==> config.mk <==
export PLATFORM = sky130hd
export DESIGN_NAME = gpio_port
export DESIGN_NICKNAME = d
export VERILOG_FILES = /design/src/rtl/gpio_pkg.sv /design/src/rtl/gpio_regs.sv /design/src/rtl/gpio_sync.sv /design/src/rtl/gpio_pad_ctl.sv /design/src/rtl/gpio_port.sv
export SDC_FILE = /design/constraint.sdc
export NUM_CORES = 1
export LEC_CHECK = 0
export BUFFER_PORTS_ARGS = -buffer_cell sky130_fd_sc_hd__buf_2
export CAP_MARGIN = 20
export CELL_PAD_IN_SITES_DETAIL_PLACEMENT = 0
export CELL_PAD_IN_SITES_GLOBAL_PLACEMENT = 1
export CORE_UTILIZATION = 35
export CTS_CLUSTER_DIAMETER = 60
export DETAILED_ROUTE_END_ITERATION = 6
export MAX_ROUTING_LAYER = met4
export PLACE_DENSITY = 0.78
export REMOVE_ABC_BUFFERS = 1
export SYNTH_ARGS = -nofsm -noshare
export SYNTH_HDL_FRONTEND = slang
export SYNTH_SLANG_ARGS = --single-unit
==> constraint.sdc <==
create_clock -name clk -period 1.1 [get_ports clk]
set_input_delay 0 -clock clk [delete_from_list [all_inputs] [get_ports clk]]
set_output_delay 0 -clock clk [all_outputs]
set_load 0.02 [all_outputs]
==> src/rtl/gpio_pkg.sv <==
package gpio_pkg;

    // Which register a bus address selects
    typedef enum logic [1:0] {
        SEL_NONE  = 2'd0,
        SEL_LATCH = 2'd1,
        SEL_DIR   = 2'd2,
        SEL_PINS  = 2'd3
    } reg_sel_e;

    // Control bundle for one pad
    typedef struct packed {
        logic oe;
        logic out;
        logic pu;
    } pin_ctl_t;

endpackage

==> src/rtl/gpio_regs.sv <==
module gpio_regs #(
    parameter int W = 6
) (
    input  logic                 clk,
    input  logic                 rst_n,
    input  gpio_pkg::reg_sel_e   wr_sel,
    input  logic                 wr_en,
    input  logic [W-1:0]         wr_data,
    output logic [W-1:0]         latch_o,
    output logic [W-1:0]         dir_o
);
    import gpio_pkg::*;

    typedef struct packed {
        logic [W-1:0] latch;
        logic [W-1:0] dir;
    } regs_t;

    regs_t st_d, st_q;

    always_comb begin
        st_d = st_q;
        if (wr_en) begin
            unique case (wr_sel)
                SEL_LATCH: st_d.latch = wr_data;
                SEL_DIR:   st_d.dir   = wr_data;
                default:   ;
            endcase
        end
    end

    always_ff @(posedge clk or negedge rst_n) begin
        if (!rst_n) st_q <= '0;
        else        st_q <= st_d;
    end

    assign latch_o = st_q.latch;
    assign dir_o   = st_q.dir;

    // a latch write lands on the next edge
    a_r6_latch_write: assert property (@(posedge clk) disable iff (!rst_n)
        (wr_en && wr_sel == SEL_LATCH) |=> (latch_o == $past(wr_data)));

    // a direction write lands on the next edge
    a_r6_dir_write: assert property (@(posedge clk) disable iff (!rst_n)
        (wr_en && wr_sel == SEL_DIR) |=> (dir_o == $past(wr_data)));

    // no write strobe to latch/dir leaves both registers unchanged
    a_r7_no_stray_write: assert property (@(posedge clk) disable iff (!rst_n)
        !(wr_en && (wr_sel == SEL_LATCH || wr_sel == SEL_DIR))
        |=> ($stable(latch_o) && $stable(dir_o)));

endmodule

==> src/rtl/gpio_sync.sv <==
module gpio_sync #(
    parameter int W      = 6,
    parameter int STAGES = 2
) (
    input  logic          clk,
    input  logic          rst_n,
    input  logic [W-1:0]  async_i,
    output logic [W-1:0]  sync_o
);
    localparam int SEEN_W = $clog2(STAGES + 1);

    logic [STAGES-1:0][W-1:0] chain_d, chain_q;

    always_comb begin
        chain_d[0] = async_i;
        for (int s = 1; s < STAGES; s++) begin
            chain_d[s] = chain_q[s-1];
        end
    end

    always_ff @(posedge clk or negedge rst_n) begin
        if (!rst_n) chain_q <= '0;
        else        chain_q <= chain_d;
    end

    assign sync_o = chain_q[STAGES-1];

    // Checker: edges seen since reset, saturating
    logic [SEEN_W-1:0] seen_d, seen_q;

    always_comb begin
        seen_d = seen_q;
        if (seen_q != SEEN_W'(STAGES)) seen_d = seen_q + 1'b1;
    end

    always_ff @(posedge clk or negedge rst_n) begin
        if (!rst_n) seen_q <= '0;
        else        seen_q <= seen_d;
    end

    // first stage captures the pad level of the previous cycle
    a_r7_first_stage: assert property (@(posedge clk) disable iff (!rst_n)
        (seen_q != '0) |-> (chain_q[0] == $past(async_i)));

    // output only moves once a value has crossed the full chain
    a_r7_chain_settled: assert property (@(posedge clk) disable iff (!rst_n)
        (seen_q == SEEN_W'(STAGES)) |-> (sync_o == $past(chain_q[STAGES-2])));

endmodule

==> src/rtl/gpio_pad_ctl.sv <==
module gpio_pad_ctl #(
    parameter int           W       = 6,
    parameter logic [W-1:0] OD_MASK = '0
) (
    input  logic          rst_n,
    input  logic [W-1:0]  dir_i,
    input  logic [W-1:0]  latch_i,
    input  logic          pud_i,
    output logic [W-1:0]  oe_o,
    output logic [W-1:0]  out_o,
    output logic [W-1:0]  pu_o
);
    import gpio_pkg::*;

    pin_ctl_t ctl [W];

    for (genvar i = 0; i < W; i++) begin : g_pin
        if (OD_MASK[i]) begin : g_od
            // Open-drain: pull low only, never a pull-up
            always_comb begin
                ctl[i].oe  = rst_n & dir_i[i] & ~latch_i[i];
                ctl[i].out = 1'b0;
                ctl[i].pu  = 1'b0;
            end
        end else begin : g_pp
            // Push-pull: latch drives when output, enables pull-up when input
            always_comb begin
                ctl[i].oe  = rst_n & dir_i[i];
                ctl[i].out = rst_n & dir_i[i] & latch_i[i];
                ctl[i].pu  = rst_n & ~dir_i[i] & latch_i[i] & ~pud_i;
            end
        end
        assign oe_o[i]  = ctl[i].oe;
        assign out_o[i] = ctl[i].out;
        assign pu_o[i]  = ctl[i].pu;
    end

endmodule

==> src/rtl/gpio_port.sv <==
module gpio_port #(
    parameter int             W           = 6,
    parameter int             ADDR_W      = 6,
    parameter int             DATA_W      = 8,
    parameter int             SYNC_STAGES = 2,
    parameter logic [W-1:0]   OD_MASK     = 6'b100000,
    parameter logic [ADDR_W-1:0] LATCH_ADDR = 6'h18,
    parameter logic [ADDR_W-1:0] DIR_ADDR   = 6'h17,
    parameter logic [ADDR_W-1:0] PINS_ADDR  = 6'h16
) (
    input  logic               clk,
    input  logic               rst_n,
    input  logic [ADDR_W-1:0]  bus_addr,
    input  logic [DATA_W-1:0]  bus_wdata,
    input  logic               bus_we,
    input  logic               bus_re,
    output logic [DATA_W-1:0]  bus_rdata,
    input  logic               pud_all,
    input  logic [W-1:0]       pad_in,
    output logic [W-1:0]       pad_oe,
    output logic [W-1:0]       pad_out,
    output logic [W-1:0]       pad_pu
);
    import gpio_pkg::*;

    reg_sel_e     sel;
    logic [W-1:0] latch_q, dir_q, pins_sync;
    logic         unused_wdata_hi;

    assign unused_wdata_hi = ^bus_wdata[DATA_W-1:W];

    always_comb begin
        if      (bus_addr == LATCH_ADDR) sel = SEL_LATCH;
        else if (bus_addr == DIR_ADDR)   sel = SEL_DIR;
        else if (bus_addr == PINS_ADDR)  sel = SEL_PINS;
        else                             sel = SEL_NONE;
    end

    gpio_regs #(.W(W)) i_regs (
        .clk     (clk),
        .rst_n   (rst_n),
        .wr_sel  (sel),
        .wr_en   (bus_we),
        .wr_data (bus_wdata[W-1:0]),
        .latch_o (latch_q),
        .dir_o   (dir_q)
    );

    gpio_sync #(.W(W), .STAGES(SYNC_STAGES)) i_sync (
        .clk     (clk),
        .rst_n   (rst_n),
        .async_i (pad_in),
        .sync_o  (pins_sync)
    );

    gpio_pad_ctl #(.W(W), .OD_MASK(OD_MASK)) i_pad (
        .rst_n   (rst_n),
        .dir_i   (dir_q),
        .latch_i (latch_q),
        .pud_i   (pud_all),
        .oe_o    (pad_oe),
        .out_o   (pad_out),
        .pu_o    (pad_pu)
    );

    always_comb begin
        bus_rdata = '0;
        if (bus_re) begin
            unique case (sel)
                SEL_LATCH: bus_rdata[W-1:0] = latch_q;
                SEL_DIR:   bus_rdata[W-1:0] = dir_q;
                SEL_PINS:  bus_rdata[W-1:0] = pins_sync;
                default:   ;
            endcase
        end
    end

    // released pads during reset, independent of the clock
    always_comb begin
        if (!rst_n) begin
            a_r9_reset_tristate: assert ((pad_oe == '0) && (pad_pu == '0));
        end
    end

    // upper data bits never carry data
    a_r8_upper_zero: assert property (@(posedge clk) disable iff (!rst_n)
        bus_rdata[DATA_W-1:W] == '0);

    // no strobe means a quiet read bus
    a_r10_idle_read: assert property (@(posedge clk) disable iff (!rst_n)
        !bus_re |-> (bus_rdata == '0));

    // a pad is never both driven and pulled up
    a_r3_pu_vs_drive: assert property (@(posedge clk) disable iff (!rst_n)
        (pad_oe & pad_pu) == '0);

    // output value only meaningful while enabled
    a_r2_out_gated: assert property (@(posedge clk) disable iff (!rst_n)
        (pad_out & ~pad_oe) == '0);

    for (genvar i = 0; i < W; i++) begin : g_chk
        if (OD_MASK[i]) begin : g_od_chk
            // open-drain pin never drives high, never pulls up
            a_r5_od_low_only: assert property (@(posedge clk) disable iff (!rst_n)
                !pad_out[i] && !pad_pu[i]);
        end else begin : g_pp_chk
            // push-pull enable follows a direction write one edge later
            a_r1_dir_to_oe: assert property (@(posedge clk) disable iff (!rst_n)
                (bus_we && sel == SEL_DIR) |=> (pad_oe[i] == $past(bus_wdata[i])));
        end
    end

endmodule

==> flow_metrics.tcl, run 1 <==
set metrics [dict create \
    coreArea_um2 3080 \
    hp-class "input port to flop" \
    syn-cell-area_um2 1140 \
    synth_area_leaders "dfrtp_1 (53%), mux2_2 (12%), mux2_4 (7.9%)" \
    fin_area_um2 1910 \
    drc 0 \
    gp_congestion 0.754 \
    grt_pass1_wl_um 4500 \
    worst_path_max_delay_cell "dfrtp_1" \
    seq_area_frac_synth_pct 52.9 \
    die_w_um 59.0 \
    critPathCaptureType "output pin" \
    post-route-util_pct 62.0 \
    synth_edf_count 0 \
    vias 943 \
    antennaDiodeCount 0 \
    first_pass_iters 4 \
    worstPathArrival_ps 1340 \
    drive_gt1_share_pct 67.1 \
    path_buf_inv 1 \
    place_inst 182 \
    slew_headroom_pct 58.2 \
    synth-seq-cells 24 \
    async_flop_share_pct 100 \
    synth_cell_types 20 \
    placedInstanceArea_um2 1450 \
    cp_max_fo 2 \
    clockBufferDepth 2 \
    cts_root_buffer "clkbuf_4" \
    grt_max_degree 15 \
    area_growth_pct 68.1 \
    yosysMostFrequentCell "dfrtp_1" \
    ff_latch_area_um2 601 \
    ys.flop_type "dfrtp_1" \
    wirelength_um 2840 \
    synth_top_area_share_pct 52.9 \
    status "complete, but fails checks" \
    cp-start-kind "flop" \
    cp_top_family "flip-flops" \
    peakVddDrop_mv 0.748 \
    holdWs_ps 275 \
    path_cells "mux2_4, a22oi_2, nor2_1, buf_4" \
    leakagePower_nw 0.916 \
    pre_cts_ws_ps -95.0 \
    yosysTopAreaCell "dfrtp_1" \
    rsz0062_at_grt "true" \
    cts_buffers 3 \
    die-area_um2 3480 \
    ant_nets 0 \
    drv_slew 0 \
    post_synth.cell_area_avg_um2 12.9 \
    port_buffers 44 \
    htree_num_levels 1 \
    fill_cells 267 \
    powerDensity_nw_per_um2 1080 \
    place_hpwl_um 1900 \
    clock_sinks 24 \
    crit_type "flop to output pin" \
    post_drt_wl_per_cell_um 13.9 \
    insertion_delay_ps 310 \
    stdcell_count 205 \
    antenna_found_initial 0 \
    hold_viol_final 0 \
    drtIter0Drc 13 \
    finalSetupViolCount 21 \
    io_pins 51 \
    cts_tree "built" \
    tightest_slew_ps 625 \
    drv_cap 0 \
    postLayoutSetupSlackWorst_ps -237 \
    violations "setup timing" \
    path_clk_slew_ps 130 \
    grt.overflow.total 0 \
    ys_top_cells_by_count "dfrtp_1 (24), mux2_2 (12), nor2_1 (7)" \
    multi_input_area_um2 607 \
    gr-usage-all-layers_pct 18.3 \
    ys_warn_count 0 \
    required_ps 1100 \
    routed_via_density 4.60 \
    grt_pass1_vias 933 \
    fin_crit_ps 1340 \
    slowest_delay_ps 410 \
    die_h_um 59.0 \
    nets 187 \
    rows 20 \
    period_share_pct 122 \
    skew_ps 0.549 \
    syn_inst 88 \
    start_util_pct 36.9 \
    max_freq_mhz 748 \
]
[kinds of logic after synthesis]
family,after synthesis,synth area share (%)
simple gates,30,17.2
flops,24,52.9
mux,18,19.8
buf+inv,9,5.84
compound gates,6,3.96
other cells,1,0.330
[power by group]
group / internal, W / switching [W]
combinational: 0.000349 / 0.000227
sequential: 0.000962 / 0.0000603
clock: 0.000202 / 0.000259
total: 0.00151 / 0.000546
[area by class of cell]
class	instances	area share [%]
multi-input cells	58	31.8
well taps	44	2.88
repair buffers	75	32.0
clock buffers	4	1.90
flip-flops and latches	24	31.5
[registers in the layout, summed over array words and instances (netlist names)]
register,cells
i_regs.dir_o,6
i_regs.latch_o,6
i_sync.chain_d,6
i_sync.sync_o,6
[through the flow]
step | setup TNS (ps) | total power, W
2_1_floorplan | -699 | 0.00122
4_1_cts | -2310 | 0.00200
3_5_place_dp | -921 | 0.00140
5_1_grt | -3810 | 0.00216
6_report | -2530 | 0.00206
3_3_place_gp | -736 | 0.00139
[tightest hold or removal path: cells and delay by family]
kind	cells	cell delay [ps]
buffers and inverters	2	250
muxes	1	140
and+or+nand+nor	1	170
[metal layers]
layer	GRT usage, %	vias to the layer above	routed length [um]
li1	-	447	-
met1	23.4	459	1190
met2	30.2	35	1510
met3	4.15	2	126
met4	3.40	0	17
met5	-	-	0
[final timing paths]
kind / startpoint / end / slack, ps / cells past startpoint
max in group asynchronous: rst_n / i_regs.dir_o[5] / 280 / 3
max: i_regs.dir_o[4] / bus_rdata[4] / -240 / 4
min: bus_we / i_regs.latch_o[3] / 270 / 4
max reg2reg: i_regs.dir_o[0] / i_regs.dir_o[0] / -30 / 4
min reg2reg: i_sync.chain_d[7] / i_sync.sync_o[1] / 360 / 0
min in group asynchronous: rst_n / i_regs.latch_o[3] / 350 / 3
[cell usage in the layout (no fill, tap or decap), drive strengths merged]
master,instances
and4,1
buf,61
a22oi,6
clkbuf,4
conb,4
nor3b,5
dlygate4sd3,14
nor2,7
nor2b,1
nand2b,1
and2,5
and3,6
nand2,2
and3b,1
nor4b,1
dfrtp,24
mux2,18
[repair_timing]
action,in CTS,in global routing
endpoints found under the hold margin,42,0
pin swaps,14,6
setup endpoints to repair,21,22
cloned,0,0
setup buffers,4,4
resized for setup,54,16
hold buffers,14,0
Power figures use the tool's default switching activity.
==> inputs of run 2 (changes only) <==
--- a/config.mk
+++ b/config.mk
@@ -19,2 +19,3 @@
 export SYNTH_HDL_FRONTEND = slang
 export SYNTH_SLANG_ARGS = --single-unit
+export TNS_END_PERCENT = 30
==> constraint.sdc (replaced) <==
create_clock -name clk -period 1.1 [get_ports clk]
set_input_delay 0.22 -clock clk [delete_from_list [all_inputs] [get_ports clk]]
set_output_delay 0.22 -clock clk [all_outputs]
set_load 0.02 [all_outputs]
==> flow_metrics.tcl, run 2 (synthesized netlist as in run 1, its figures left out) <==
set metrics [dict create \
    antenna_found_initial 0 \
    cts_buffers 3 \
    placedInstanceArea_um2 1480 \
    fin_area_um2 1770 \
    first_pass_iters 4 \
    die-area_um2 3480 \
    grt_max_degree 15 \
    gp_congestion 0.804 \
    hold_viol_final 0 \
    holdWs_ps 17.3 \
    wirelength_um 2770 \
    postLayoutSetupSlackWorst_ps -464 \
    die_h_um 59.0 \
    path_clk_slew_ps 130 \
    switching_share_pct 24.8 \
    powerDensity_nw_per_um2 1210 \
    cp_max_fo 2 \
    comb_power_share_pct 22.3 \
    ant_nets 0 \
    power_frac_clock_pct 29.7 \
    io_pins 51 \
    skew_ps 4.46 \
    post_drt_wl_per_cell_um 13.8 \
    required_ps 880 \
    grt_pass1_vias 923 \
    critPathCaptureType "output pin" \
    violations "setup timing" \
    slowest_delay_ps 410 \
    power_w 0.00214 \
    post-route-util_pct 57.4 \
    cp_top_family "flip-flops" \
    cts_tree "built" \
    cts_root_buffer "clkbuf_4" \
    drc 0 \
    drtIter0Drc 23 \
    hp-class "input port to asynchronous set/reset pin" \
    antennaDiodeCount 0 \
    p_seq_share_pct 48.0 \
    worstPathArrival_ps 1340 \
    leakagePower_nw 0.892 \
    p_int_w 0.00161 \
    worst_path_max_delay_cell "dfrtp_1" \
    path_buf_inv 1 \
    status "complete, but fails checks" \
    area_growth_pct 55.5 \
    period_share_pct 142 \
    die_w_um 59.0 \
    finalSetupViolCount 22 \
    insertion_delay_ps 310 \
    port_buffers 44 \
    htree_num_levels 1 \
    gr-usage-all-layers_pct 18.3 \
    final_cell_mix "buf_2 (32), buf_4 (26), dfrtp_1 (24), mux2_4 (12), dlygate4sd3_1 (9)" \
    drv_cap 0 \
    nets 183 \
    max_freq_mhz 640 \
    final_common_cell "buf_2" \
    vias 913 \
    drive_gt1_share_pct 63.1 \
    place_hpwl_um 2030 \
    switchingPower_w 0.000530 \
    cp-start-kind "flop" \
    coreArea_um2 3080 \
    clockBufferDepth 2 \
    start_util_pct 36.9 \
    routed_via_density 4.54 \
    peakVddDrop_mv 1.05 \
    clock_sinks 24 \
    grt.overflow.total 0 \
    crit_type "flop to output pin" \
    path_cells "mux2_4, a22oi_2, nor2_1, buf_4" \
    grt_pass1_wl_um 4500 \
    rows 20 \
    fin_crit_ps 1560 \
    drv_slew 0 \
    rsz0062_at_grt "true" \
]
[run 2: timing repair]
item | CTS | global route
buffers inserted | 1 | 1
endpoints found under the hold margin | 14 | 1
hold buffers | 8 | 1
pin swaps | 10 | 4
resized for setup | 27 | 8
setup endpoints to repair | 22 | 28
[run 2: per-stage QoR]
step	setup slack, ps	TNS (ps)	cells
floorplan	-336	-4370	82
global placement	-319	-5980	187
detailed placement	-339	-5990	187
CTS	-474	-7690	200
global route	-527	-8730	201
finish	-464	-7170	201
[run 2: path summary, 6_finish.rpt]
kind,start,endpoint,slack (ps),depth (start not counted)
setup / recovery,i_regs.dir_o[4],bus_rdata[4],-460,4
hold / removal,rst_n,i_sync.sync_o[1],20,3
setup reg to reg,i_regs.dir_o[5],i_regs.dir_o[5],90,3
hold reg to reg,i_sync.chain_d[8],i_sync.sync_o[2],370,0
max in group asynchronous,rst_n,i_regs.dir_o[3],370,3
min in group clk,bus_wdata[5],i_regs.latch_o[5],140,2
[run 2: layout make-up]
class	instances	area, um2
Tap cell	44	55.1
Clock buffer	3	22.5
Sequential cell	24	601
Fill cell	270	1310
Multi-Input combinational cell	58	568
Clock inverter	1	30.0
Timing Repair Buffer	71	490
[run 2: power groups by stage]
stage | clock [W] | combinational, W | sequential (W)
after CTS | 0.000652 | 0.000464 | 0.00102
after global routing | 0.000695 | 0.000516 | 0.00104
after global placement | 0 | 0.000379 | 0.00103
after detailed placement | 0 | 0.000390 | 0.00104
final | 0.000635 | 0.000478 | 0.00103
after floorplan | 0 | 0.000194 | 0.00102
[run 2: metal layers]
metal | track usage (%) | wire, um
met1 | 22.2 | 1170
met2 | 31.8 | 1480
met3 | 4.80 | 119
met4 | 2.04 | 4
met5 | - | 0
[run 2: worst min-delay path, delay by kind of cell]
kind | cells | cell delay (ps)
buffers and inverters | 3 | 450
